### src/rtl/lbs_pkg.sv
package lbs_pkg;

    typedef enum logic [4:0] {
        ST_IDLE      = 5'd0,
        ST_ENTRY     = 5'd1,
        ST_SETTLE    = 5'd2,
        ST_PERST_LO  = 5'd3,
        ST_PERST_HI  = 5'd4,
        ST_CAP_RD    = 5'd5,
        ST_CAP_WR    = 5'd6,
        ST_TRAIN_EN  = 5'd7,
        ST_STAT_RD   = 5'd8,
        ST_RX_RD     = 5'd9,
        ST_LTSSM_RD  = 5'd10,
        ST_OV_SET_RD = 5'd11,
        ST_OV_SET_WR = 5'd12,
        ST_OV_HOLD   = 5'd13,
        ST_OV_CLR_RD = 5'd14,
        ST_OV_CLR_WR = 5'd15,
        ST_POLL_WAIT = 5'd16,
        ST_UP        = 5'd17,
        ST_FAIL      = 5'd18
    } lbs_state_e;

    localparam logic [2:0] TGT_LINK_CAP  = 3'd0;
    localparam logic [2:0] TGT_LINK_STAT = 3'd1;
    localparam logic [2:0] TGT_TRAIN_ST  = 3'd2;
    localparam logic [2:0] TGT_RX_STAT   = 3'd3;
    localparam logic [2:0] TGT_RX_OVRD   = 3'd4;

    localparam int          STAT_UP_BIT    = 4;
    localparam int          STAT_TRAIN_BIT = 29;
    localparam logic [5:0]  STALL_STATE    = 6'h0D;
    localparam logic [31:0] OVRD_MASK      = 32'h0000_0028;
    localparam logic [31:0] CAP_SPEED_MASK = 32'h0000_000F;
    localparam logic [31:0] CAP_GEN1       = 32'h0000_0001;

endpackage

### src/rtl/lbs_tick_gen.sv
module lbs_tick_gen #(
    parameter int DIV = 100
) (
    input  logic clk,
    input  logic rst_n,
    input  logic clr,
    output logic tick
);
    localparam int CW = (DIV > 1) ? $clog2(DIV) : 1;
    localparam logic [CW-1:0] LAST = CW'(DIV - 1);

    logic [CW-1:0] cnt;

    always_ff @(posedge clk or negedge rst_n) begin
        if (!rst_n)
            cnt <= '0;
        else if (clr || cnt == LAST)
            cnt <= '0;
        else
            cnt <= cnt + 1'b1;
    end

    assign tick = (cnt == LAST);

endmodule

### src/rtl/lbs_delay_timer.sv
module lbs_delay_timer #(
    parameter int TW = 16
) (
    input  logic          clk,
    input  logic          rst_n,
    input  logic          load,
    input  logic [TW-1:0] load_val,
    input  logic          tick,
    output logic          expired
);
    logic [TW-1:0] rem;

    always_ff @(posedge clk or negedge rst_n) begin
        if (!rst_n)
            rem <= '0;
        else if (load)
            rem <= load_val;
        else if (tick && rem != '0)
            rem <= rem - 1'b1;
    end

    assign expired = (rem == '0);

    // a countdown once at zero stays there until reloaded
    AST_TMR_REST_AT_ZERO: assert property (@(posedge clk) disable iff (!rst_n)
        (expired && !load) |=> expired);

endmodule

### src/rtl/link_bringup_seq.sv
module link_bringup_seq
    import lbs_pkg::*;
#(
    parameter int CLK_PER_US = 100,
    parameter int SETTLE_US  = 50000,
    parameter int PERST_US   = 20000,
    parameter int POLL_US    = 10,
    parameter int OVRD_US    = 3000,
    parameter int MAX_POLLS  = 2000
) (
    input  logic        clk,
    input  logic        rst_n,
    input  logic        start,
    output logic        pwr_down,
    output logic        refclk_en,
    output logic        ep_rst_n,
    output logic        ltssm_en,
    output logic        acc_req,
    output logic        acc_wr,
    output logic [2:0]  acc_sel,
    output logic [31:0] acc_wdata,
    input  logic        acc_done,
    input  logic [31:0] acc_rdata,
    output logic        link_ok,
    output logic        link_fail,
    output logic [4:0]  state_code
);
    function automatic int imax(input int a, input int b);
        return (a > b) ? a : b;
    endfunction

    localparam int MAXD = imax(imax(SETTLE_US, PERST_US), imax(POLL_US, OVRD_US));
    localparam int TW   = $clog2(MAXD + 1);
    localparam int PW   = $clog2(MAX_POLLS + 1);
    localparam logic [PW-1:0] LAST_POLL = PW'(MAX_POLLS - 1);

    lbs_state_e    state, nxt;
    logic          tick, tmr_load, tmr_expired;
    logic [TW-1:0] tmr_val;
    logic [PW-1:0] poll_cnt;
    logic          rx_valid_q;
    logic          link_is_up, stalled;

    lbs_tick_gen #(.DIV(CLK_PER_US)) u_tick (
        .clk   (clk),
        .rst_n (rst_n),
        .clr   (tmr_load),
        .tick  (tick)
    );

    lbs_delay_timer #(.TW(TW)) u_timer (
        .clk      (clk),
        .rst_n    (rst_n),
        .load     (tmr_load),
        .load_val (tmr_val),
        .tick     (tick),
        .expired  (tmr_expired)
    );

    assign link_is_up = acc_rdata[STAT_UP_BIT] && !acc_rdata[STAT_TRAIN_BIT];
    assign stalled    = !rx_valid_q && (acc_rdata[5:0] == STALL_STATE);

    // next-state logic
    always_comb begin
        nxt = state;
        unique case (state)
            ST_IDLE:      if (start) nxt = ST_ENTRY;
            ST_ENTRY:     nxt = ST_SETTLE;
            ST_SETTLE:    if (tmr_expired) nxt = ST_PERST_LO;
            ST_PERST_LO:  if (tmr_expired) nxt = ST_PERST_HI;
            ST_PERST_HI:  if (tmr_expired) nxt = ST_CAP_RD;
            ST_CAP_RD:    if (acc_done) nxt = ST_CAP_WR;
            ST_CAP_WR:    if (acc_done) nxt = ST_TRAIN_EN;
            ST_TRAIN_EN:  nxt = ST_STAT_RD;
            ST_STAT_RD:   if (acc_done) nxt = link_is_up ? ST_UP : ST_RX_RD;
            ST_RX_RD:     if (acc_done) nxt = ST_LTSSM_RD;
            ST_LTSSM_RD:  if (acc_done) nxt = stalled ? ST_OV_SET_RD : ST_POLL_WAIT;
            ST_OV_SET_RD: if (acc_done) nxt = ST_OV_SET_WR;
            ST_OV_SET_WR: if (acc_done) nxt = ST_OV_HOLD;
            ST_OV_HOLD:   if (tmr_expired) nxt = ST_OV_CLR_RD;
            ST_OV_CLR_RD: if (acc_done) nxt = ST_OV_CLR_WR;
            ST_OV_CLR_WR: if (acc_done) nxt = ST_POLL_WAIT;
            ST_POLL_WAIT: if (tmr_expired)
                              nxt = (poll_cnt == LAST_POLL) ? ST_FAIL : ST_STAT_RD;
            ST_UP:        if (start) nxt = ST_ENTRY;
            ST_FAIL:      if (start) nxt = ST_ENTRY;
            default:      nxt = ST_IDLE;
        endcase
    end

    // timer load on entry to a timed state
    always_comb begin
        tmr_val  = '0;
        tmr_load = 1'b0;
        if (nxt != state) begin
            unique case (nxt)
                ST_SETTLE:    begin tmr_load = 1'b1; tmr_val = TW'(SETTLE_US); end
                ST_PERST_LO,
                ST_PERST_HI:  begin tmr_load = 1'b1; tmr_val = TW'(PERST_US);  end
                ST_OV_HOLD:   begin tmr_load = 1'b1; tmr_val = TW'(OVRD_US);   end
                ST_POLL_WAIT: begin tmr_load = 1'b1; tmr_val = TW'(POLL_US);   end
                default:      begin tmr_load = 1'b0; tmr_val = '0;             end
            endcase
        end
    end

    // state register
    always_ff @(posedge clk or negedge rst_n) begin
        if (!rst_n)
            state <= ST_IDLE;
        else
            state <= nxt;
    end

    // poll budget and captured receiver validity
    always_ff @(posedge clk or negedge rst_n) begin
        if (!rst_n) begin
            poll_cnt   <= '0;
            rx_valid_q <= 1'b0;
        end else begin
            if (state == ST_TRAIN_EN)
                poll_cnt <= '0;
            else if (state == ST_POLL_WAIT && nxt == ST_STAT_RD)
                poll_cnt <= poll_cnt + 1'b1;
            if (state == ST_RX_RD && acc_done)
                rx_valid_q <= acc_rdata[0];
        end
    end

    // registered Moore outputs, decoded from the next state
    always_ff @(posedge clk or negedge rst_n) begin
        if (!rst_n) begin
            pwr_down  <= 1'b1;
            refclk_en <= 1'b0;
            ep_rst_n  <= 1'b0;
            ltssm_en  <= 1'b0;
            acc_req   <= 1'b0;
            acc_wr    <= 1'b0;
            acc_sel   <= '0;
            acc_wdata <= '0;
            link_ok   <= 1'b0;
            link_fail <= 1'b0;
        end else begin
            pwr_down  <= (nxt == ST_IDLE) || (nxt == ST_ENTRY);
            refclk_en <= !((nxt == ST_IDLE) || (nxt == ST_ENTRY));
            ep_rst_n  <= (nxt >= ST_PERST_HI);
            ltssm_en  <= (nxt >= ST_TRAIN_EN);
            link_ok   <= (nxt == ST_UP)   && (state != ST_UP);
            link_fail <= (nxt == ST_FAIL) && (state != ST_FAIL);
            if (nxt != state) begin
                acc_req   <= 1'b1;
                acc_wr    <= 1'b0;
                acc_wdata <= '0;
                unique case (nxt)
                    ST_CAP_RD:    acc_sel <= TGT_LINK_CAP;
                    ST_CAP_WR: begin
                        acc_sel   <= TGT_LINK_CAP;
                        acc_wr    <= 1'b1;
                        acc_wdata <= (acc_rdata & ~CAP_SPEED_MASK) | CAP_GEN1;
                    end
                    ST_STAT_RD:   acc_sel <= TGT_LINK_STAT;
                    ST_RX_RD:     acc_sel <= TGT_RX_STAT;
                    ST_LTSSM_RD:  acc_sel <= TGT_TRAIN_ST;
                    ST_OV_SET_RD,
                    ST_OV_CLR_RD: acc_sel <= TGT_RX_OVRD;
                    ST_OV_SET_WR: begin
                        acc_sel   <= TGT_RX_OVRD;
                        acc_wr    <= 1'b1;
                        acc_wdata <= acc_rdata | OVRD_MASK;
                    end
                    ST_OV_CLR_WR: begin
                        acc_sel   <= TGT_RX_OVRD;
                        acc_wr    <= 1'b1;
                        acc_wdata <= acc_rdata & ~OVRD_MASK;
                    end
                    default: begin
                        acc_req <= 1'b0;
                        acc_sel <= '0;
                    end
                endcase
            end
        end
    end

    assign state_code = state;

    // clock runs exactly when the port is powered
    AST_CLK_FOLLOWS_PWR: assert property (@(posedge clk) disable iff (!rst_n)
        refclk_en != pwr_down);

    // endpoint leaves reset only with a running clock
    AST_PERST_NEEDS_CLK: assert property (@(posedge clk) disable iff (!rst_n)
        ep_rst_n |-> refclk_en);

    // training is enabled only with the endpoint out of reset
    AST_TRAIN_NEEDS_PERST: assert property (@(posedge clk) disable iff (!rst_n)
        ltssm_en |-> ep_rst_n);

    // result pulses are exclusive and last one cycle
    AST_RESULT_EXCL: assert property (@(posedge clk) disable iff (!rst_n)
        !(link_ok && link_fail));
    AST_OK_ONE_CYCLE: assert property (@(posedge clk) disable iff (!rst_n)
        link_ok |=> !link_ok);

    // poll counter never passes the budget
    AST_POLL_BOUND: assert property (@(posedge clk) disable iff (!rst_n)
        poll_cnt <= LAST_POLL);

    // a pending request keeps its command stable until done
    AST_REQ_HELD: assert property (@(posedge clk) disable iff (!rst_n)
        (acc_req && !acc_done) |=> (acc_req && $stable(acc_sel)
                                    && $stable(acc_wr) && $stable(acc_wdata)));

endmodule

### config.mk
export PLATFORM = sky130hd
export DESIGN_NAME = link_bringup_seq
export DESIGN_NICKNAME = d
export VERILOG_FILES = /design/src/rtl/lbs_pkg.sv /design/src/rtl/lbs_tick_gen.sv /design/src/rtl/lbs_delay_timer.sv /design/src/rtl/link_bringup_seq.sv
export SDC_FILE = /design/constraint.sdc
export NUM_CORES = 1
export LEC_CHECK = 0
export ABC_AREA = 1
export BUFFER_PORTS_ARGS = -buffer_cell sky130_fd_sc_hd__buf_4
export CELL_PAD_IN_SITES_DETAIL_PLACEMENT = 1
export CELL_PAD_IN_SITES_GLOBAL_PLACEMENT = 2
export CORE_MARGIN = 2
export CORE_UTILIZATION = 32
export DETAILED_ROUTE_END_ITERATION = 10
export GPL_TIMING_DRIVEN = 0
export HOLD_SLACK_MARGIN = 0.12
export MAX_ROUTING_LAYER = met4
export PLACE_DENSITY = 0.85
export SYNTH_ARGS = -nofsm -noshare
export SYNTH_HDL_FRONTEND = slang
export SYNTH_SLANG_ARGS = --single-unit
export TNS_END_PERCENT = 50
### constraint.sdc
create_clock -name clk -period 3.13 [get_ports clk]
set_input_delay 0.1565 -clock clk [delete_from_list [all_inputs] [get_ports clk]]
set_output_delay 0.1565 -clock clk [all_outputs]
set_load 0.01 [all_outputs]
# ---- Yosys cells after proc, flatten, opt, wreduce, memory -nomap -nowiden
# Cells that the tools add are included.
# W data, S select, Z words.
dict set report op_classes {
  n_addsub 3
  multipliers 0
  div 0
  order_cmp 2
  n_eq_ne 41
  shifts 0
  mux 32
  bitwise_logic 0
  n_reduce_logical 24
}
# cell n
set op_table {}
lappend op_table {{$pmux W32 S3} 1}
lappend op_table {{$mux W5} 18}
lappend op_table {{$pmux W5 S17} 1}
lappend op_table {{$eq A5 B4 Y1 const B} 16}
lappend op_table {{$pmux W16 S4} 1}
lappend op_table {{$mux W16} 3}
lappend op_table {{$eq A5 B3 Y1 const B} 7}
lappend op_table {{$eq A5 B5 Y1 const B} 6}
lappend op_table {{$mux W11} 2}
lappend op_table {{$eq A5 B2 Y1 const B} 4}
lappend op_table {{$logic_not A16 Y1} 1}
lappend op_table {{$reduce_bool A16 Y1} 1}
lappend op_table {{$sub A16 B1 Y16 const B} 1}
lappend op_table {{$pmux W3 S4} 1}
lappend op_table {{$add A11 B1 Y11 const B} 1}
lappend op_table {{$eq A11 B11 Y1 const B} 1}
lappend op_table {{$eq A5 B1 Y1 const B} 2}
lappend op_table {{$ge A5 B3 Y1 const B} 2}
lappend op_table {{$logic_not A5 Y1} 2}
lappend op_table {{$ne A5 B5 Y1 const B} 2}
lappend op_table {{$reduce_or A9 Y1} 1}
lappend op_table {{$add A7 B1 Y7 const B} 1}
lappend op_table {{$eq A7 B7 Y1 const B} 1}
lappend op_table {{$logic_and A1 B1 Y1} 7}
lappend op_table {{other kinds (11)} 19}
dict set report totals {
  regBits 83
  latchBits 0
  ramBits 0
  romBits 0
  input_bits 36
  output_inout_bits 48
  elab_cells 117
  mem_count 0
}

# ---- Depth between registers and ports, before layout
# Gate-level depths: netlist of run 1.
dict set report logic_depth {
  depth_word 11
  depth_mapped 20
  ltp_nobuf 18
}

# ---- Cells and area by module
# A second synthesis of run 1 with hierarchy kept.
dict set report hier_totals {
  hier_cells 689
  hier_area_um2 5043.6
}
# mod instances cells_per_inst area_each_um2 seq_area_each_um2
set modules_own_cells {}
lappend modules_own_cells {link_bringup_seq 1 466 3339.5 1502.7}
lappend modules_own_cells {lbs_delay_timer 1 181 1337.5 400.4}
lappend modules_own_cells {lbs_tick_gen 1 42 366.6 175.2}

# ---- Least setup slack after synthesis of run 1
# Ideal clock, no wire load.
dict set report synth_timing {
  path_type {register to register}
  start {register u_timer.rem[0]}
  end {register u_timer.rem[11]}
  setup_ns 0.117
  t_arrival_ns 2.073
  t_required_ns 3.013
  slack_ns 0.940
  path_stages_with_launch 19
  n_path_buf 1
  synth_period_minus_slack_ns 2.190
  path_cell_list {dfrtp_1 inv_1 ha_1 nand2_2 nor2_2 nand2_2 a21oi_2 inv_1 nor2_4 nand2_4 nor2_4 o21ai_0 nand3_2 nand2_4 buf_6 nand2_1 nand2_1 nand2_1 nand2_1}
}
dict set report synth_via {
  elab_chain_cells 8
  elab_cells_between_ends 25
  cone_classes {1 x add/sub; 6 x eq/ne; 12 x mux; 6 x reduce/logical}
}
# item line
set synth_rtl {}
lappend synth_rtl {{start, declared} lbs_delay_timer.sv:11} ;# logic [TW-1:0] rem;
lappend synth_rtl {{start signal, assigned} lbs_delay_timer.sv:17} ;# rem <= load_val;
lappend synth_rtl {{start signal, assigned} lbs_delay_timer.sv:19} ;# rem <= rem - 1'b1;
lappend synth_rtl {{$logic_not A16 Y1 (*)} lbs_delay_timer.sv:22} ;# assign expired = (rem == '0);
lappend synth_rtl {{$mux W5, on equally long branches} --}
lappend synth_rtl {{$pmux W5 S17 (*)} link_bringup_seq.sv:66} ;# unique case (state)
lappend synth_rtl {{named net nxt[1]} link_bringup_seq.sv:37} ;# lbs_state_e state, nxt;
lappend synth_rtl {{$eq A5 B2 Y1 (tied with other cells)} link_bringup_seq.sv:96} ;# unique case (nxt)
lappend synth_rtl {{$reduce_or A2 Y1 / $reduce_or A5 Y1 (equally long branches)} --}
lappend synth_rtl {{$pmux W16 S4 / $mux W1 (equally long branches)} link_bringup_seq.sv:96}
lappend synth_rtl {{$mux W16 / $mux W1 (equally long branches)} link_bringup_seq.sv:95} ;# if (nxt != state) begin
lappend synth_rtl {{$mux W16 / $reduce_bool A2 Y1 (equally long branches)} --}
# The timed path passes the listed nets; every way through them passes the cells marked *. The select of a mux whose other input is x is not followed.
# A chain may end at the register's enable or synchronous reset.

# ---- Worst setup path in the final report of run 1
dict set report layout_timing {
  start {register u_timer.rem[0]}
  end {register acc_wdata[21]}
}
dict set report layout_via {
  elab_chain_cells 5
  elab_cells_between_ends 12
  cone_classes {4 x eq/ne; 7 x mux; 1 x reduce/logical}
}
# item line
set layout_rtl {}
lappend layout_rtl {{$logic_not A16 Y1 (*)} lbs_delay_timer.sv:22}
lappend layout_rtl {{$mux W5, on equally long branches} --}
lappend layout_rtl {{$pmux W5 S17 (*)} link_bringup_seq.sv:66}
lappend layout_rtl {{$eq A5 B4 Y1 / $eq A5 B3 Y1 (equally long branches)} link_bringup_seq.sv:154} ;# unique case (nxt)
lappend layout_rtl {{$pmux W32 S3} link_bringup_seq.sv:154}
lappend layout_rtl {{end signal, assigned} link_bringup_seq.sv:159} ;# acc_wdata <= (acc_rdata & ~CAP_SPEED_MASK) | CAP_GEN1;
lappend layout_rtl {{end signal, assigned} link_bringup_seq.sv:169} ;# acc_wdata <= acc_rdata | OVRD_MASK;
lappend layout_rtl {{end signal, assigned} link_bringup_seq.sv:174} ;# acc_wdata <= acc_rdata & ~OVRD_MASK;
lappend layout_rtl {{end, declared} link_bringup_seq.sv:21} ;# output logic [31:0] acc_wdata,
# Every way passes the cells marked *; elsewhere a longest branch is shown, timed or not.

==> impl_metrics.ini, run 1 <==
[status]
status = complete, no violations

[yosys]
ys_types = 43
netlist_area_sq_um = 4740
ys.warnings.count = 0
ys_seq_area_share_pct = 43.9
synth-seq-cells = 83
syn_nets = 669
avgSynthCellArea_sq_um = 7.52
synthCells = 630

[global_routing]
grt_first_pass_wirelength_um = 24500
grt_max_degree = 84
groute.usage.overall_pct = 19.8
antenna_found_initial = 0
grt-ovfl-total = 0
first_global_vias = 4862

[sta]
period_needed_ns = 2.77
clock_skew_ns = 0.00507
final_hold_viol_count = 0
setup_viol = 0
tns_ns = 0
relSlewSlack_pct = 26.1
slew_violations = 0
grt_setup_unrepaired = no
finalCritPeriodShare_pct = 88.5
clock.fmax_mhz = 361
fin_hold_ws_ns = 0.124
worst_slew_pin_slew_ns = 1.11

[clock_network]
htreeDepth = 3
clk_latency_ns = 0.35
cts-root-buf = clkbuf_16
clockBufferDepth = 2
cts_buffers = 9
cts_tree = done
clk_pin_slew_ns = 0.06
cts_setup_buffers = 0
cts.sinks = 83

[pwr]
leakage_nw = 3.36
powerDensity_nw_per_um2 = 865
p_clk_share_pct = 19.1
p_switching_w = 0.00252
p_seq_share_pct = 26.6
combPwrFrac_pct = 54.3
netSwitchingFraction_pct = 47.4
ir_drop_uv = 331
internal_power_w = 0.00281

[drt]
via_count = 4521
drc = 0
ant_nets = 0
wirelength_um = 14600
wire_per_inst_um = 15.5
drt_iter0_drc = 193
drt_first_pass_iters = 4
routed_via_density = 4.80

[critical_path]
cp.required_ns = 3.39
start_kind = flop
cp-end-kind = flop
r2r-start = u_timer.rem[0]$_DFFE_PN0P_
crit_arrival_ns = 3.03
worst-path-max-fanout = 10
worstSetupPathType = flop to flop
worstSetupStartpoint = u_timer.rem[0]$_DFFE_PN0P_

[floorplanning]
std_cell_rows = 44
coreArea_sq_um = 14500
die_area_sq_um = 15800
fp.dieH_um = 126
pin_count = 84
initial_core_util_pct = 32.7
die_w_um = 126

[final_layout]
antenna_cells = 0
final_util_pct = 42.5
final_area_sq_um = 6160
syn2layout_area_growth_pct = 30.0
final_nets = 792
drive_above_1_share_pct = 21.8

[placed_design]
io_buffers = 82
dp_hpwl_um = 10700
post_dp_cell_area_sq_um = 5580
gp_congestion = 0.860

[flow_run]
max_cap_viol_count = 0

[min_path]
timing.hold.worst.class = input port to flop
hp-start = acc_rdata[0]
## final timing paths
check                                         endpoint  slack, ns  cells after the start
hold reg to reg               acc_wdata[3]$_DFFE_PN0P_       0.47                      2
hold / removal                  rx_valid_q$_DFFE_PN0P_       0.12                      3
setup / recovery             acc_wdata[21]$_DFFE_PN0P_       0.36                     17
max in group asynchronous  u_timer.rem[10]$_DFFE_PN0P_       1.87                      2
setup reg to reg             acc_wdata[21]$_DFFE_PN0P_       0.36                     17
min in group asynchronous    acc_wdata[20]$_DFFE_PN0P_       0.57                      2
## sequential cells by signal (all words and copies together), names as in the netlist, 3 cells and up
register / cells
state_code: 5
u_timer.rem: 16
u_tick.cnt: 7
acc_wdata: 32
poll_cnt: 11
acc_sel: 3
## cells by family (layout without fill, tap and decap cells)
kind of cell | count (synthesis) | in the layout | synth area share [%]
AO/OA/AOI/OAI | 71 | 71 | 9.38
XOR/XNOR | 15 | 15 | 2.77
adder cells (fa/ha/maj) | 3 | 3 | 0.793
buffers and inverters | 113 | 241 | 10.1
flip-flops | 83 | 83 | 43.9
AND/OR/NAND/NOR | 345 | 345 | 33.1
## cell usage after synthesis
library cell,number,share of area [%]
nor3_2,1,0.21
nor2_2,9,1.2
and3_1,1,0.13
clkinv_1,1,0.079
xnor2_1,4,0.74
buf_6,5,1.2
nand3_2,5,1.1
nor2_4,3,0.71
o21bai_1,1,0.16
a211oi_1,1,0.16
a211o_1,1,0.18
a21oi_4,1,0.34
nor2_8,1,0.42
ha_1,3,0.79
dfstp_2,1,0.55
buf_2,2,0.21
nand2_4,3,0.71
a21boi_2,1,0.24
nand3_1,51,5.4
a31oi_1,2,0.26
inv_2,7,0.55
a22oi_1,2,0.32
a21oi_2,2,0.37
nor2_1,60,4.8
nand3_4,1,0.37
nor3_1,10,1.1
nand4_1,6,0.79
nand2_2,10,1.3
dfrtp_1,82,43
nand2_1,179,14
o31ai_1,1,0.16
o21ai_1,1,0.11
xor2_1,11,2.0
nand3b_1,3,0.48
inv_1,92,7.3
o21ai_2,12,2.2
nor3b_1,1,0.16
a21oi_1,9,0.95
buf_4,3,0.48
o21ai_0,37,3.9
clkbuf_1,1,0.079
nor4_1,1,0.13
clkbuf_2,2,0.21
## cell usage in the layout (no fill, tap or decap), types with 10 or more instances in the layout
master	instances
nand2_1	179
dfrtp_1	82
nor2_1	59
dlygate4sd3_1	30
xor2_1	11
inv_1	92
o21ai_0	37
nand3_1	51
buf_4	85
nor2_2	10
nor3_1	10
o21ai_2	12
nand2_2	10
## metal layers
layer | vias to the layer above | routed length [um] | GRT usage, %
met5 | - | 0 | -
li1 | 2213 | - | -
met3 | 16 | 404 | 2.38
met2 | 82 | 7080 | 33.0
met1 | 2210 | 6900 | 25.1
met4 | 0 | 217 | 6.14
## worst max-delay path, cell delays in order (launching register included)
cell and delay [ns]:
dfrtp_1 0.36, inv_1 0.11, ha_1 0.23, nand2_2 0.12, nor2_2 0.17, nand2_2 0.17, nand2_1 0.10, nand2_1 0.05
nand3b_1 0.22, nor2_1 0.16, nand2_1 0.10, nand2_1 0.05, inv_1 0.08, nand3_4 0.14, inv_2 0.16, buf_2 0.24
nand2_1 0.10, o21ai_0 0.10
## power groups by stage
stage	registers (W)	clock network, W	logic (W)
final	0.00142	0.00102	0.00290
after global routing	0.00144	0.00108	0.00328
after CTS	0.00142	0.00104	0.00294
after detailed placement	0.00143	0	0.00289
after global placement	0.00142	0	0.00280
after floorplan	0.00143	0	0.00205
## area by class of cell
class,instances,area (sq um)
Buffer,13,103
Clock buffer,13,250
Clock inverter,3,23.8
Fill cell,1766,8320
Inverter,100,375
Multi-Input combinational cell,434,2180
Sequential cell,83,2080
Tap cell,184,230
Timing Repair Buffer,112,916
## per-stage QoR
stage                     setup slack, ns  cells  power, W
after floorplan                     0.940    630   0.00348
after global placement              0.392    896   0.00423
after detailed placement            0.292    896   0.00433
after CTS                           0.259    942   0.00540
after global routing               0.0108    942   0.00580
final                               0.358    942   0.00533
## what timing repair did
action | CTS | global route
endpoints found under the setup margin | 0 | 20
endpoints found under the hold margin | 111 | 0
gates resized for setup | 0 | 1
hold buffers | 30 | 0
(Power assumes the default switching activity.)
==> inputs of run 2 (changes only) <==
Settings changed: BUFFER_PORTS_ARGS -buffer_cell sky130_fd_sc_hd__buf_4 to not set, CORE_UTILIZATION 32 to 36, DONT_BUFFER_PORTS set to 1, PLACE_DENSITY 0.85 to 0.84.
==> impl_metrics.ini, run 2 (synthesis results as in run 1) <==
[sta]
grt_setup_unrepaired = no
relSlewSlack_pct = 65.4
finalCritPeriodShare_pct = 89.4
setup_viol = 0
clock_skew_ns = 0.00983
final_hold_viol_count = 0
worst_slew_pin_slew_ns = 0.519
tns_ns = 0
clock.fmax_mhz = 357
period_needed_ns = 2.80
slew_violations = 0

[critical_path]
crit_buf_inv = 4
worstSetupPathType = flop to flop
critPathMostFrequentCell = nand2_1
crit_chain = inv_1, ha_1, nand2_2, nor2_2, nand2_2, nand2_1, nand2_1, nand3b_1, nor2_1, nand2_1, nand2_1, inv_1, nand3_4, inv_2, buf_2, nand2_1, o21ai_0
start_kind = flop
crit_family = simple AND/OR/NAND/NOR gates
crit_path_max_incr_delay_ns = 0.36
crit_arrival_ns = 3.06
crit_slowest_cell = dfrtp_1
worst-path-max-fanout = 10
cp.required_ns = 3.40
cp-end-kind = flop

[final_layout]
drive_above_1_share_pct = 12.8
top_regs = acc_wdata (32), u_timer.rem (16), poll_cnt (11)
final_area_sq_um = 5610
largest_register_ffs = 32
antenna_cells = 0
largest-register = acc_wdata
final_cell_mix = nand2_1, inv_1, dfrtp_1
mostFrequentLayoutCell = nand2_1
syn2layout_area_growth_pct = 18.5
final_nets = 713

[clock_network]
cts.sinks = 83
htreeDepth = 3
clk_latency_ns = 0.35
cts-root-buf = clkbuf_16
cts_tree = done
clockBufferDepth = 2
cts_buffers = 9
clk_pin_slew_ns = 0.07
cts_setup_buffers = 0

[floorplanning]
std_cell_rows = 41
pin_count = 84
fp.dieH_um = 119
die_w_um = 119
die_area_sq_um = 14100
coreArea_sq_um = 12700
initial_core_util_pct = 37.2

[global_routing]
grt_first_pass_wirelength_um = 23900
grt_max_degree = 84
met3_usage_pct = 5.79
groute.usage.overall_pct = 21.8
grt_most_used_layer = met2
grt-ovfl-total = 0
grt_use_met2_pct = 35.1
met1_usage_pct = 27.3
antenna_found_initial = 0
first_global_vias = 4633

[pwr]
ir_drop_uv = 334
leakage_nw = 2.98
powerDensity_nw_per_um2 = 945

[drt]
ant_nets = 0
via_count = 4193
drt_iter0_drc = 165
drc = 0
wirelength_um = 13800
routed_via_density = 4.93
drt_first_pass_iters = 4
wire_per_inst_um = 16.2

[status]
status = complete, no violations

[flow_run]
max_cap_viol_count = 0

[placed_design]
io_buffers = 0
dp_hpwl_um = 9940
gp_congestion = 0.888
post_dp_cell_area_sq_um = 4950

[min_path]
timing.hold.worst.class = input port to flop
run 2: layout make-up:
class | instances | area (sq um)
multi-input combinational | 434 | 2180
clock inverter | 6 | 71.3
timing repair buffer | 33 | 348
inverter | 100 | 375
tap | 172 | 215
fill | 1594 | 7110
sequential | 83 | 2080
clock buffer | 10 | 239
buffer | 13 | 103
run 2: worst reg2reg max path: stages, from the launching register on:
cell and delay, ns:
dfrtp_1 0.36, inv_1 0.11, ha_1 0.23, nand2_2 0.12, nor2_2 0.17, nand2_2 0.17
nand2_1 0.12, nand2_1 0.05, nand3b_1 0.21, nor2_1 0.15, nand2_1 0.10, nand2_1 0.06
inv_1 0.09, nand3_4 0.15, inv_2 0.18, buf_2 0.25, nand2_1 0.10, o21ai_0 0.09
run 2: final timing paths:
kind / start / to / slack (ns) / cells past startpoint
min in group asynchronous: rst_n / acc_wdata[26]$_DFFE_PN0P_ / 0.39 / 2
max in group asynchronous: rst_n / pwr_down$_DFF_PN1_ / 2.38 / 2
setup / recovery: u_timer.rem[0]$_DFFE_PN0P_ / acc_wdata[21]$_DFFE_PN0P_ / 0.33 / 17
hold / removal: acc_rdata[4] / link_ok$_DFF_PN0_ / 0.18 / 3
hold reg to reg: u_tick.cnt[0]$_DFF_PN0_ / u_tick.cnt[0]$_DFF_PN0_ / 0.48 / 1
setup reg to reg: u_timer.rem[0]$_DFFE_PN0P_ / acc_wdata[21]$_DFFE_PN0P_ / 0.33 / 17
run 2: where the power goes:
part	internal (W)	total, W	leakage, nW	switching [W]
Combinational	0.000877	0.00272	1.71	0.00184
Clock	0.000647	0.00111	0.146	0.000467
Sequential	0.00126	0.00147	1.12	0.000205
run 2: per-stage QoR:
step | setup slack [ns] | hold WS (ns) | utilization (%) | power [W] | cells
after floorplan | 0.940 | -0.139 | - | 0.00348 | 630
after global placement | 0.373 | -0.137 | 38.9 | 0.00408 | 802
after detailed placement | 0.325 | -0.137 | 38.9 | 0.00416 | 802
after CTS | 0.312 | 0.143 | 44.1 | 0.00536 | 851
after global routing | 0.0461 | 0.190 | 44.1 | 0.00581 | 851
final | 0.331 | 0.182 | 44.1 | 0.00530 | 851
run 2: timing repair:
| item | CTS | global route |
|---|---|---|
| resized for setup | 0 | 1 |
| endpoints found under the hold margin | 115 | 0 |
| setup endpoints to repair | 0 | 20 |
| hold buffers | 33 | 0 |
run 2: routing by layer:
metal	vias to the layer above	wire length (um)
li1	2054	-
met1	2036	6370
met2	90	6480
met3	13	764
met4	0	183
met5	-	0
